## config.mk

```make
export PLATFORM = sky130hd
export DESIGN_NAME = dds_profile_core
export DESIGN_NICKNAME = d
export VERILOG_FILES = /design/src/rtl/dds_pkg.sv /design/src/rtl/dds_ctrl.sv /design/src/rtl/dds_regbank.sv /design/src/rtl/dds_datapath.sv /design/src/rtl/dds_profile_core.sv
export SDC_FILE = /design/constraint.sdc
export NUM_CORES = 2
export LEC_CHECK = 0
export BUFFER_PORTS_ARGS = -buffer_cell sky130_fd_sc_hd__buf_2
export CORE_UTILIZATION = 60
export CTS_CLUSTER_DIAMETER = 200
export DETAILED_ROUTE_END_ITERATION = 6
export GPL_TIMING_DRIVEN = 0
export PLACE_DENSITY = 0.79
export SLEW_MARGIN = 20
export SYNTH_ARGS = -nofsm -noshare
export SYNTH_HDL_FRONTEND = slang
export SYNTH_HIERARCHICAL = 1
export SYNTH_SLANG_ARGS = --single-unit
```

## constraint.sdc

```tcl
create_clock -name clk -period 16.59 [get_ports clk]
set_input_delay 0.8295 -clock clk [delete_from_list [all_inputs] [get_ports clk]]
set_output_delay 0.8295 -clock clk [all_outputs]
set_load 0.01 [all_outputs]
```

## src/rtl/dds_pkg.sv

```systemverilog
package dds_pkg;
  parameter int ACC_W    = 32;
  parameter int PHASE_W  = 16;
  parameter int AMP_W    = 12;
  parameter int OUT_W    = 12;
  parameter int NPROF    = 8;
  parameter int LUT_BITS = 6;

  localparam int PROF_W = $clog2(NPROF);
  localparam int ADDR_W = PROF_W + 3;

  typedef struct packed {
    logic              commit;
    logic [PROF_W-1:0] prof;
  } ctlStrobe_t;
endpackage

```

## src/rtl/dds_ctrl.sv

```systemverilog
module dds_ctrl
  import dds_pkg::*;
(
  input  logic              clk,
  input  logic              rst,
  input  logic              updateStrobe,
  input  logic [PROF_W-1:0] profileSel,
  output ctlStrobe_t        ctl
);
  logic [PROF_W-1:0] profQ;

  always_ff @(posedge clk) begin
    if (rst) profQ <= '0;
    else     profQ <= profileSel;
  end

  assign ctl.commit = !rst && (updateStrobe || (profileSel != profQ));
  assign ctl.prof   = profQ;

  a_r1_profile_reset: assert property (@(posedge clk) rst |=> (ctl.prof == '0));

  a_r6_profile_switch: assert property (@(posedge clk) disable iff (rst)
    (profileSel != ctl.prof) |=> (ctl.prof == $past(profileSel)));
endmodule

```

## src/rtl/dds_regbank.sv

```systemverilog
module dds_regbank
  import dds_pkg::*;
(
  input  logic              clk,
  input  logic              rst,
  input  ctlStrobe_t        ctl,
  input  logic              wrEn,
  input  logic [ADDR_W-1:0] wrAddr,
  input  logic [ACC_W-1:0]  wrData,
  output logic [ACC_W-1:0]  ftwSel,
  output logic [PHASE_W-1:0] poffSel,
  output logic [AMP_W-1:0]  ampSel,
  output logic [ACC_W-1:0]  modVal,
  output logic              modEn
);
  logic [ACC_W-1:0]   shFtw  [NPROF];
  logic [PHASE_W-1:0] shPoff [NPROF];
  logic [AMP_W-1:0]   shAmp  [NPROF];
  logic [ACC_W-1:0]   acFtw  [NPROF];
  logic [PHASE_W-1:0] acPoff [NPROF];
  logic [AMP_W-1:0]   acAmp  [NPROF];
  logic [ACC_W-1:0]   shMod, acMod;
  logic               shModEn, acModEn;

  logic              isGlobal;
  logic [PROF_W-1:0] wrProf;
  logic [1:0]        wrField;

  assign isGlobal = wrAddr[ADDR_W-1];
  assign wrProf   = wrAddr[ADDR_W-2:2];
  assign wrField  = wrAddr[1:0];

  always_ff @(posedge clk) begin
    if (rst) begin
      for (int i = 0; i < NPROF; i++) begin
        shFtw[i]  <= '0; shPoff[i] <= '0; shAmp[i] <= '0;
        acFtw[i]  <= '0; acPoff[i] <= '0; acAmp[i] <= '0;
      end
      shMod <= '0; acMod <= '0; shModEn <= 1'b0; acModEn <= 1'b0;
    end else begin
      if (ctl.commit) begin
        for (int i = 0; i < NPROF; i++) begin
          acFtw[i]  <= shFtw[i];
          acPoff[i] <= shPoff[i];
          acAmp[i]  <= shAmp[i];
        end
        acMod   <= shMod;
        acModEn <= shModEn;
      end
      if (wrEn) begin
        if (isGlobal) begin
          if (wrField[0]) shModEn <= wrData[0];
          else            shMod   <= wrData;
        end else begin
          case (wrField)
            2'd0:    shFtw[wrProf]  <= wrData;
            2'd1:    shPoff[wrProf] <= wrData[PHASE_W-1:0];
            2'd2:    shAmp[wrProf]  <= wrData[AMP_W-1:0];
            default: ;
          endcase
        end
      end
    end
  end

  assign ftwSel  = acFtw[ctl.prof];
  assign poffSel = acPoff[ctl.prof];
  assign ampSel  = acAmp[ctl.prof];
  assign modVal  = acMod;
  assign modEn   = acModEn;

  a_r4_active_hold: assert property (@(posedge clk) disable iff (rst)
    !ctl.commit |=> ($stable(ftwSel) && $stable(poffSel) && $stable(ampSel)
                     && $stable(modVal) && $stable(modEn)));
endmodule

```

## src/rtl/dds_datapath.sv

```systemverilog
module dds_datapath
  import dds_pkg::*;
(
  input  logic               clk,
  input  logic               rst,
  input  logic [ACC_W-1:0]   ftw,
  input  logic [PHASE_W-1:0] poff,
  input  logic [AMP_W-1:0]   amp,
  input  logic [ACC_W-1:0]   modVal,
  input  logic               modEn,
  output logic [ACC_W-1:0]   accOut,
  output logic [OUT_W-1:0]   sampleOut
);
  localparam int QSIZE = 1 << LUT_BITS;
  localparam int FULL  = (1 << (OUT_W-1)) - 1;
  localparam int PW    = OUT_W + AMP_W + 1;
  localparam logic signed [PW-1:0] RNDV = PW'(1 << (AMP_W-1));

  logic [OUT_W-1:0] lut [QSIZE];

  for (genvar i = 0; i < QSIZE; i++) begin : g_lut
    localparam real ANG = 1.5707963267948966 * (real'(i) + 0.5) / real'(QSIZE);
    localparam int  MAG = $rtoi(real'(FULL) * $sin(ANG) + 0.5);
    assign lut[i] = OUT_W'(MAG);
  end

  logic [ACC_W-1:0]   accQ, accNext;
  logic [ACC_W:0]     sum;
  logic [PHASE_W-1:0] phase;
  logic [LUT_BITS+1:0] tIdx;
  logic [LUT_BITS-1:0] mirIdx;
  logic signed [OUT_W-1:0] mag, sineVal, sineQ, sampleQ;
  logic [AMP_W-1:0] ampQ;
  logic signed [PW-1:0] prod, scaled;

  assign sum     = {1'b0, accQ} + {1'b0, ftw};
  assign accNext = (modEn && (sum >= {1'b0, modVal})) ? ACC_W'(sum - {1'b0, modVal})
                                                      : ACC_W'(sum);

  assign phase   = accQ[ACC_W-1 -: PHASE_W] + poff;
  assign tIdx    = phase[PHASE_W-1 -: LUT_BITS+2];
  assign mirIdx  = tIdx[LUT_BITS] ? ~tIdx[LUT_BITS-1:0] : tIdx[LUT_BITS-1:0];
  assign mag     = lut[mirIdx];
  assign sineVal = tIdx[LUT_BITS+1] ? -mag : mag;

  assign prod    = PW'(sineQ) * $signed({1'b0, ampQ});
  assign scaled  = (prod + RNDV) >>> AMP_W;

  always_ff @(posedge clk) begin
    if (rst) begin
      accQ    <= '0;
      sineQ   <= '0;
      ampQ    <= '0;
      sampleQ <= '0;
    end else begin
      accQ    <= accNext;
      sineQ   <= sineVal;
      ampQ    <= amp;
      sampleQ <= scaled[OUT_W-1:0];
    end
  end

  assign accOut    = accQ;
  assign sampleOut = sampleQ;

  a_r1_pipe_reset: assert property (@(posedge clk)
    rst |=> (accQ == '0 && sineQ == '0 && sampleQ == '0));

  a_r3_below_modulus: assert property (@(posedge clk) disable iff (rst)
    (modEn && ftw < modVal && accQ < modVal) |=> (accQ < $past(modVal)));

  a_r8_zero_amplitude: assert property (@(posedge clk) disable iff (rst)
    (ampQ == '0) |=> (sampleQ == '0));

  a_r8_no_min_code: assert property (@(posedge clk) disable iff (rst)
    sampleQ != {1'b1, {(OUT_W-1){1'b0}}});
endmodule

```

## src/rtl/dds_profile_core.sv

```systemverilog
module dds_profile_core (
  input  logic                          clk,
  input  logic                          rst,
  input  logic                          wrEn,
  input  logic [dds_pkg::ADDR_W-1:0]    wrAddr,
  input  logic [dds_pkg::ACC_W-1:0]     wrData,
  input  logic                          updateStrobe,
  input  logic [dds_pkg::PROF_W-1:0]    profileSel,
  output logic [dds_pkg::ACC_W-1:0]     phaseAcc,
  output logic [dds_pkg::OUT_W-1:0]     sampleOut
);
  import dds_pkg::*;

  ctlStrobe_t         ctl;
  logic [ACC_W-1:0]   ftwSel, modVal;
  logic [PHASE_W-1:0] poffSel;
  logic [AMP_W-1:0]   ampSel;
  logic               modEn;

  dds_ctrl u_ctrl (
    .clk(clk), .rst(rst), .updateStrobe(updateStrobe),
    .profileSel(profileSel), .ctl(ctl)
  );

  dds_regbank u_regs (
    .clk(clk), .rst(rst), .ctl(ctl), .wrEn(wrEn), .wrAddr(wrAddr),
    .wrData(wrData), .ftwSel(ftwSel), .poffSel(poffSel), .ampSel(ampSel),
    .modVal(modVal), .modEn(modEn)
  );

  dds_datapath u_dp (
    .clk(clk), .rst(rst), .ftw(ftwSel), .poff(poffSel), .amp(ampSel),
    .modVal(modVal), .modEn(modEn), .accOut(phaseAcc), .sampleOut(sampleOut)
  );
endmodule

```

# [Yosys cells after proc, flatten, opt, wreduce, memory -nomap -nowiden]
# Memories as Yosys holds them, arrays and structs flattened. A register that Yosys moved wholly into a read port is not among the register bits.
# Index checks and enable logic that the tools add are counted.
[totals] regBits=125 ram_bits=960 rom_bits=768 in_bits=45 out_inout_bits=44 wordCells=123 n_memories=7
[classes] n_addsub=5 mul=1 n_lt_le_gt_ge=2 eq_ne=3 mux=60 n_bitwise=27 reduce_logical=10
[memory_table] name="(name not given)" depth=64 width=12 read_ports=1 rd_clocked_by_memory_dff=0 write_ports=0 line_no="dds_datapath.sv:43" source="assign mag = lut[mirIdx];"
[memory_table] name="u_regs.acFtw" depth=8 width=32 read_ports=1 rd_clocked_by_memory_dff=1 write_ports=8 line_no="dds_regbank.sv:19" source="logic [ACC_W-1:0] acFtw [NPROF];"
[memory_table] name="u_regs.shFtw" depth=8 width=32 read_ports=8 rd_clocked_by_memory_dff=0 write_ports=8 line_no="dds_regbank.sv:16" source="logic [ACC_W-1:0] shFtw [NPROF];"
[memory_table] name="u_regs.acPoff" depth=8 width=16 read_ports=1 rd_clocked_by_memory_dff=1 write_ports=8 line_no="dds_regbank.sv:20" source="logic [PHASE_W-1:0] acPoff [NPROF];"
[memory_table] name="u_regs.shPoff" depth=8 width=16 read_ports=8 rd_clocked_by_memory_dff=0 write_ports=8 line_no="dds_regbank.sv:17" source="logic [PHASE_W-1:0] shPoff [NPROF];"
[memory_table] name="u_regs.acAmp" depth=8 width=12 read_ports=1 rd_clocked_by_memory_dff=1 write_ports=8 line_no="dds_regbank.sv:21" source="logic [AMP_W-1:0] acAmp [NPROF];"
[memory_table] name="1 more memories"
[ops] op="two-way mux 32 bit" count=10
[ops] op="two-way mux 12 bit" count=12
[ops] op="two-way mux 16 bit" count=9
[ops] op="adder 32 x 32 -> 33 bit" count=1
[ops] op=">= comparator 33 x 32 -> 1 bit" count=1
[ops] op="OR reduction 32 bit" count=1
[ops] op="subtractor 32 bit" count=1
[ops] op="adder 24 x 13 -> 24 bit (second input constant)" count=1
[ops] op="multiplier 12 x 13 -> 24 bit" count=1
[ops] op="OR 1 bit" count=24
[ops] op="two-way mux 1 bit" count=23
[ops] op="adder 16 bit" count=1
[ops] op="OR reduction 16 bit" count=1
[ops] op="two-way mux 3 bit" count=5
[ops] op="negation 12 bit" count=1
[ops] op="OR reduction 12 bit" count=1
[ops] op=">= comparator 7 bit (second input constant)" count=1
[ops] op="NOT 6 -> 7 bit" count=1
[ops] op="two-way mux 6 bit" count=1
[ops] op="NOT 6 bit" count=1
[ops] op="AND reduction 3 bit" count=2
[ops] op="!= test 3 bit" count=1
[ops] op="== test 2 x 1 -> 1 bit (second input constant)" count=1
[ops] op="== test 2 bit (second input constant)" count=1
[ops] op="other kinds (5)" count=6

# [Longest topological paths before layout]
[logic_depth] depth_word=9 ltp_mapped=31 depth_no_buf=29

# [Cells and area by module]
# Netlist, hierarchy kept.
[by_module_without_submodules] mod="dds_regbank" instances=1 cells_each=2684 area_each_um2=41284.6 seq_area_each_um2=30148.9
[by_module_without_submodules] mod="dds_datapath" instances=1 cells_each=1547 area_each_um2=12535.8 seq_area_each_um2=1361.3
[by_module_without_submodules] mod="dds_ctrl" instances=1 cells_each=11 area_each_um2=117.6 seq_area_each_um2=60.1

# [Worst setup path after synthesis]
# No wires, ideal clock.
[synth_path] path_type="input -> register" startpoint="in profileSel[2] in the netlist's numbering" endpoint="mem u_regs.acAmp[0][0], enable pin" setup_time_ns=0.647 arrival_time_ns=7.612 required_ns=15.943 path_slack_ns=8.331 stages=5 path_cell_list="xnor2_1 -> a41oi_1 -> buf_2 -> buf_1 -> or2_2"
[synth_lines] item="start, declared" line_no="dds_profile_core.sv:8" source="input logic [dds_pkg::PROF_W-1:0] profileSel,"
[synth_lines] item="end, declared" line_no="dds_regbank.sv:21"

==> summary.md <==
| Metric | Value |
|---|---|
| Sequential share of the synthesized area | 0.5853 |
| Total count of max-transition violations in the final report | 0 |
| Fraction of post-synthesis cell area in the top cell type by area | 0.5345 |
| Unique masters post-synth | 94 |
| Number of placement rows | roughly 110 |
| Top cells by area in the synthesized netlist | edfxtp_1, and2_1, dfxtp_1, mux4_2, ha_1 |
| Layout overhead on the synthesized area | 10.19% |
| Post-route ant nets | 0 |
| Total clock buffers created by CTS | approximately 110 |
| Wire length of the first global-routing pass | between 200000 and 250000 um |
| Area of the core | ~89000 sq um |
| Die extent in y | 301.8 um |
| H-tree level count | 3 |
| Clock sink total | ~1100 |
| Layout Utilization | 0.6704 |
| Violated checks | design-rule violations |
| CP peak stage delay | around 0.84 ns |
| Total standard cell area after synthesis | 53940 sq um |
| Top cell type by total area after synthesis | edfxtp_1 |
| Leading cell type in the layout, fill and taps excluded | edfxtp_1 |
| Pin count of the biggest net entering global routing | 58 |
| Detailed-placement wirelength estimate | 105200 um |
| Count of yosys warnings during synthesis | 6 |
| Share of layout cells above drive strength 1 | 0.1191 |
| Sum of negative setup slack | 0 ns |
| Post-CTS repair timing setup buffer count | 0 |
| Avg WL per Cell | 25.46 um |
| Tightest slew margin relative to the limit | 0.2671 |
| Post-synth net total | 4559 |
| Mean area per synthesized cell | 12.72 sq um |
| Number of buffers inserted for hold repair after clock tree synthesis | 0 |
| Main synth FF type | edfxtp_1 |
| Floorplan die width | between 300 and 400 um |
| Number of DRC markers after the initial detailed-route iteration | roughly 4800 |
| Number of instances in the synthesized netlist | roughly 4200 |
| Largest fanout on the critical path | 10 |
| Iteration count of the initial detailed-routing pass | 7 |
| Launch instance of the worst min-delay path | profileSel[1] |
| Type of destination of the critical path | flop |
| Cell with the biggest individual delay on the critical path | clkbuf_1 |
| Worst EP arrival | between 9 and 10 ns |
| Clock tree skew after final layout | between 0.05 and 0.06 ns |
| Io pins | 89 |
| PwrDens | approximately 160 nW/um^2 |
| Maxcap violations | 0 |
| Drt drc | 19 |
| Critical Setup Path Class | reg -> reg |
| CTS Root Buffer Type | clkbuf_16 |
| CTS clk-pin slew, worst paths | roughly 0.060 ns |
| Worst r2r src | u_ctrl/profQ[0] |
| Area of the die | between 90000 and 100000 sq um |
| Sequential share of power | 0.363 |
| Vias per cell | 6.142 |
| Data required time of the worst path | about 17 ns |
| Number of vias in the routed layout | ~35000 |
| Commonest non-fill, non-tap cells in the layout | edfxtp_1, nor2_1, and2_1 |
| P_sw | between 3 and 4 mW |
| Combinational Power Share | 0.386 |
| Actual transition at the worst max-transition pin | about 1.1 ns |
| Fmax | between 100 and 150 MHz |
| Number of input and output port buffers inserted | 76 |
| Power consumption | 9.358 mW |
| Final wirelength | ~150000 um |
| Crit path buffers/inverters | 4 |
| # setup viols final | 0 |
| Weighted congestion at the end of routability-driven global placement | about 0.95 |
| Final nets | 4753 |
| Tot GR Track Use | 0.3190 |
| Outcome | finished, violations left |
| Largest vdd supply drop | around 120 uV |
| Flop and latch count out of synthesis | approximately 1100 |
| Leakage power figure | approximately 23 nW |
| Worst Setup Start Kind | flop |
| Net switching fraction of the power | 0.3655 |
| Final hold violation count | 0 |
| Clock tree from TritonCTS | built |
| Critical path's most frequent cell | a21oi_1 |
| Initial cell density of the core | 0.6085 |
| Worst hold path class | in -> reg |
| Share of synthesized flip-flops with an asynchronous set or reset | 0 |
| Number of cells on the worst reg-to-reg path | 30 |
| Post-route minimum period | 9.401 ns |
| Worst flop-to-flop path endpoint | u_dp/accOut[30] |
| Via count of the first global-routing pass | 33930 |
| Post-CTS sizing | 0 |
| Final period util | 0.5667 |
| Internal reg-to-reg setup slack | approximately 7 ns |
| Maximum buffer depth of the clock tree | 3 |
| Clock power frac | 0.251 |
| Worst-Skew Late Latency | ~0.7 ns |
| Final global-route overflow total | 0 |
| Number of cells on the worst hold path | 2 |
| Internal Dissipation | roughly 5.9 mW |
| Number of antenna violations at the first check in global routing | 17 |
| RSZ-0062 raised after global routing | no |
| Dominant delay contributor by cell family on the critical path | compound AO/OA/AOI/OAI gates |
| Hold-critical path endpoint | u_ctrl/profQ[1] |
| Number of enable flip-flop cells after synthesis | 960 |
## routing by layer
metal | vias up | global-route usage | part of all wire
met3 | 365 | 0.06478 | 0.11
met5 | - | 0 | 0.00047
met2 | 2126 | 0.5072 | 0.46
met4 | 10 | 0.1332 | 0.046
met1 | 17100 | 0.4316 | 0.38
li1 | 15380 | - | -
## logic make-up (layout without fill, tap and decap cells)
kind of cell             after synthesis  count (layout)  synth area share
other                                  0               6                 0
AND/OR/NAND/NOR                     1675            1675            0.1596
buffers and inverters                444             726           0.03340
AO/OA/AOI/OAI                        387             387           0.04858
multiplexers                         264             264           0.07831
XOR/XNOR                             103             103           0.01763
flip-flops                          1097            1097            0.5853
adder cells (fa/ha/maj)              272             272           0.07715
## state kept, by name (all words and copies together) (netlist names), 96 cells and up
name	count
u_regs/shPoff	128
u_regs/acFtw	256
u_regs/acPoff	128
u_regs/shFtw	256
u_regs/acAmp	96
u_regs/shAmp	96
## worst register-to-register path: cells and delay by family, from the launching register on
family | cells | cell delay (ns)
compound gates | 14 | 3.65
buf+inv | 4 | 2.04
mux | 3 | 1.30
simple gates | 5 | 0.84
fa+ha+maj | 3 | 0.77
flops | 1 | 0.43
xor+xnor | 1 | 0.21
## Yosys cell counts (all sizes together) (5+ instances only)
library cell and instances:
a2111oi 5, a211o 5, a211oi 17, a21boi 5, a21o 59, a21oi 120
a31o 6, a31oi 8, and2 465, and3 138, buf 70, clkbuf 193
dfxtp 137, edfxtp 960, fa 101, ha 171, inv 181, mux2 64
mux2i 80, mux4 120, nand2 300, nand2b 14, nand3 46, nand3b 5
nand4 10, nor2 468, nor2b 155, nor3 28, nor3b 6, nor4 7
o2111ai 6, o211ai 8, o21a 8, o21ai 60, o21bai 12, o22ai 5
o311ai 5, o31ai 10, or2 12, or3 7, xnor2 78, xor2 22
## per-stage QoR
| stage | hold slack [ns] | cell area (sq um) | worst slack (ns) | instances |
|---|---|---|---|---|
| 2_1_floorplan | 0.4360 | 53940 | 8.331 | 4242 |
| 3_3_place_gp | 0.4441 | 55780 | 5.136 | 5483 |
| 3_5_place_dp | 0.4484 | 56050 | 7.342 | 5493 |
| 4_1_cts | 0.3587 | 59420 | 7.215 | 5689 |
| 5_1_grt | 0.3709 | 59420 | 6.787 | 5691 |
| 6_report | 0.3833 | 59430 | 7.189 | 5695 |
## power by group through the flow
stage                     combinational [mW]  clock (mW)  sequential [mW]
after floorplan                         2.58           0             3.39
after global placement                  3.49           0             3.46
after detailed placement                3.51           0             3.45
after CTS                               3.54        2.36             3.40
after global routing                    3.94        2.47             3.41
final                                   3.62        2.35             3.40
## area by class of cell
cell class                 count  area (sq um)
multi-input combinational   2701         20590
antenna                        6         15.01
clock buffer                 146          2890
buffer                       263          1122
fill                        6169         29210
tap                         1165          1458
sequential                  1097         31570
timing repair buffer          86         633.1
inverter                     181         679.4
clock inverter                50         476.7
## worst max path at each step
| stage | cells past startpoint | slack (ns) | end | startpoint |
|---|---|---|---|---|
| floorplan | 5 | 8.33 | u_regs/acAmp[0][0] | profileSel[2] |
| global placement | 6 | 5.14 | u_regs/acPoff[7][9] | profileSel[0] |
| detailed placement | 30 | 7.34 | u_dp/accOut[30] | u_ctrl/profQ[0] |
| CTS | 30 | 7.22 | u_dp/accOut[30] | u_ctrl/profQ[0] |
| global route | 30 | 6.79 | u_dp/accOut[30] | u_ctrl/profQ[0] |
| finish | 30 | 7.19 | u_dp/accOut[30] | u_ctrl/profQ[0] |
Note: power is estimated with default switching activity, not from simulation.
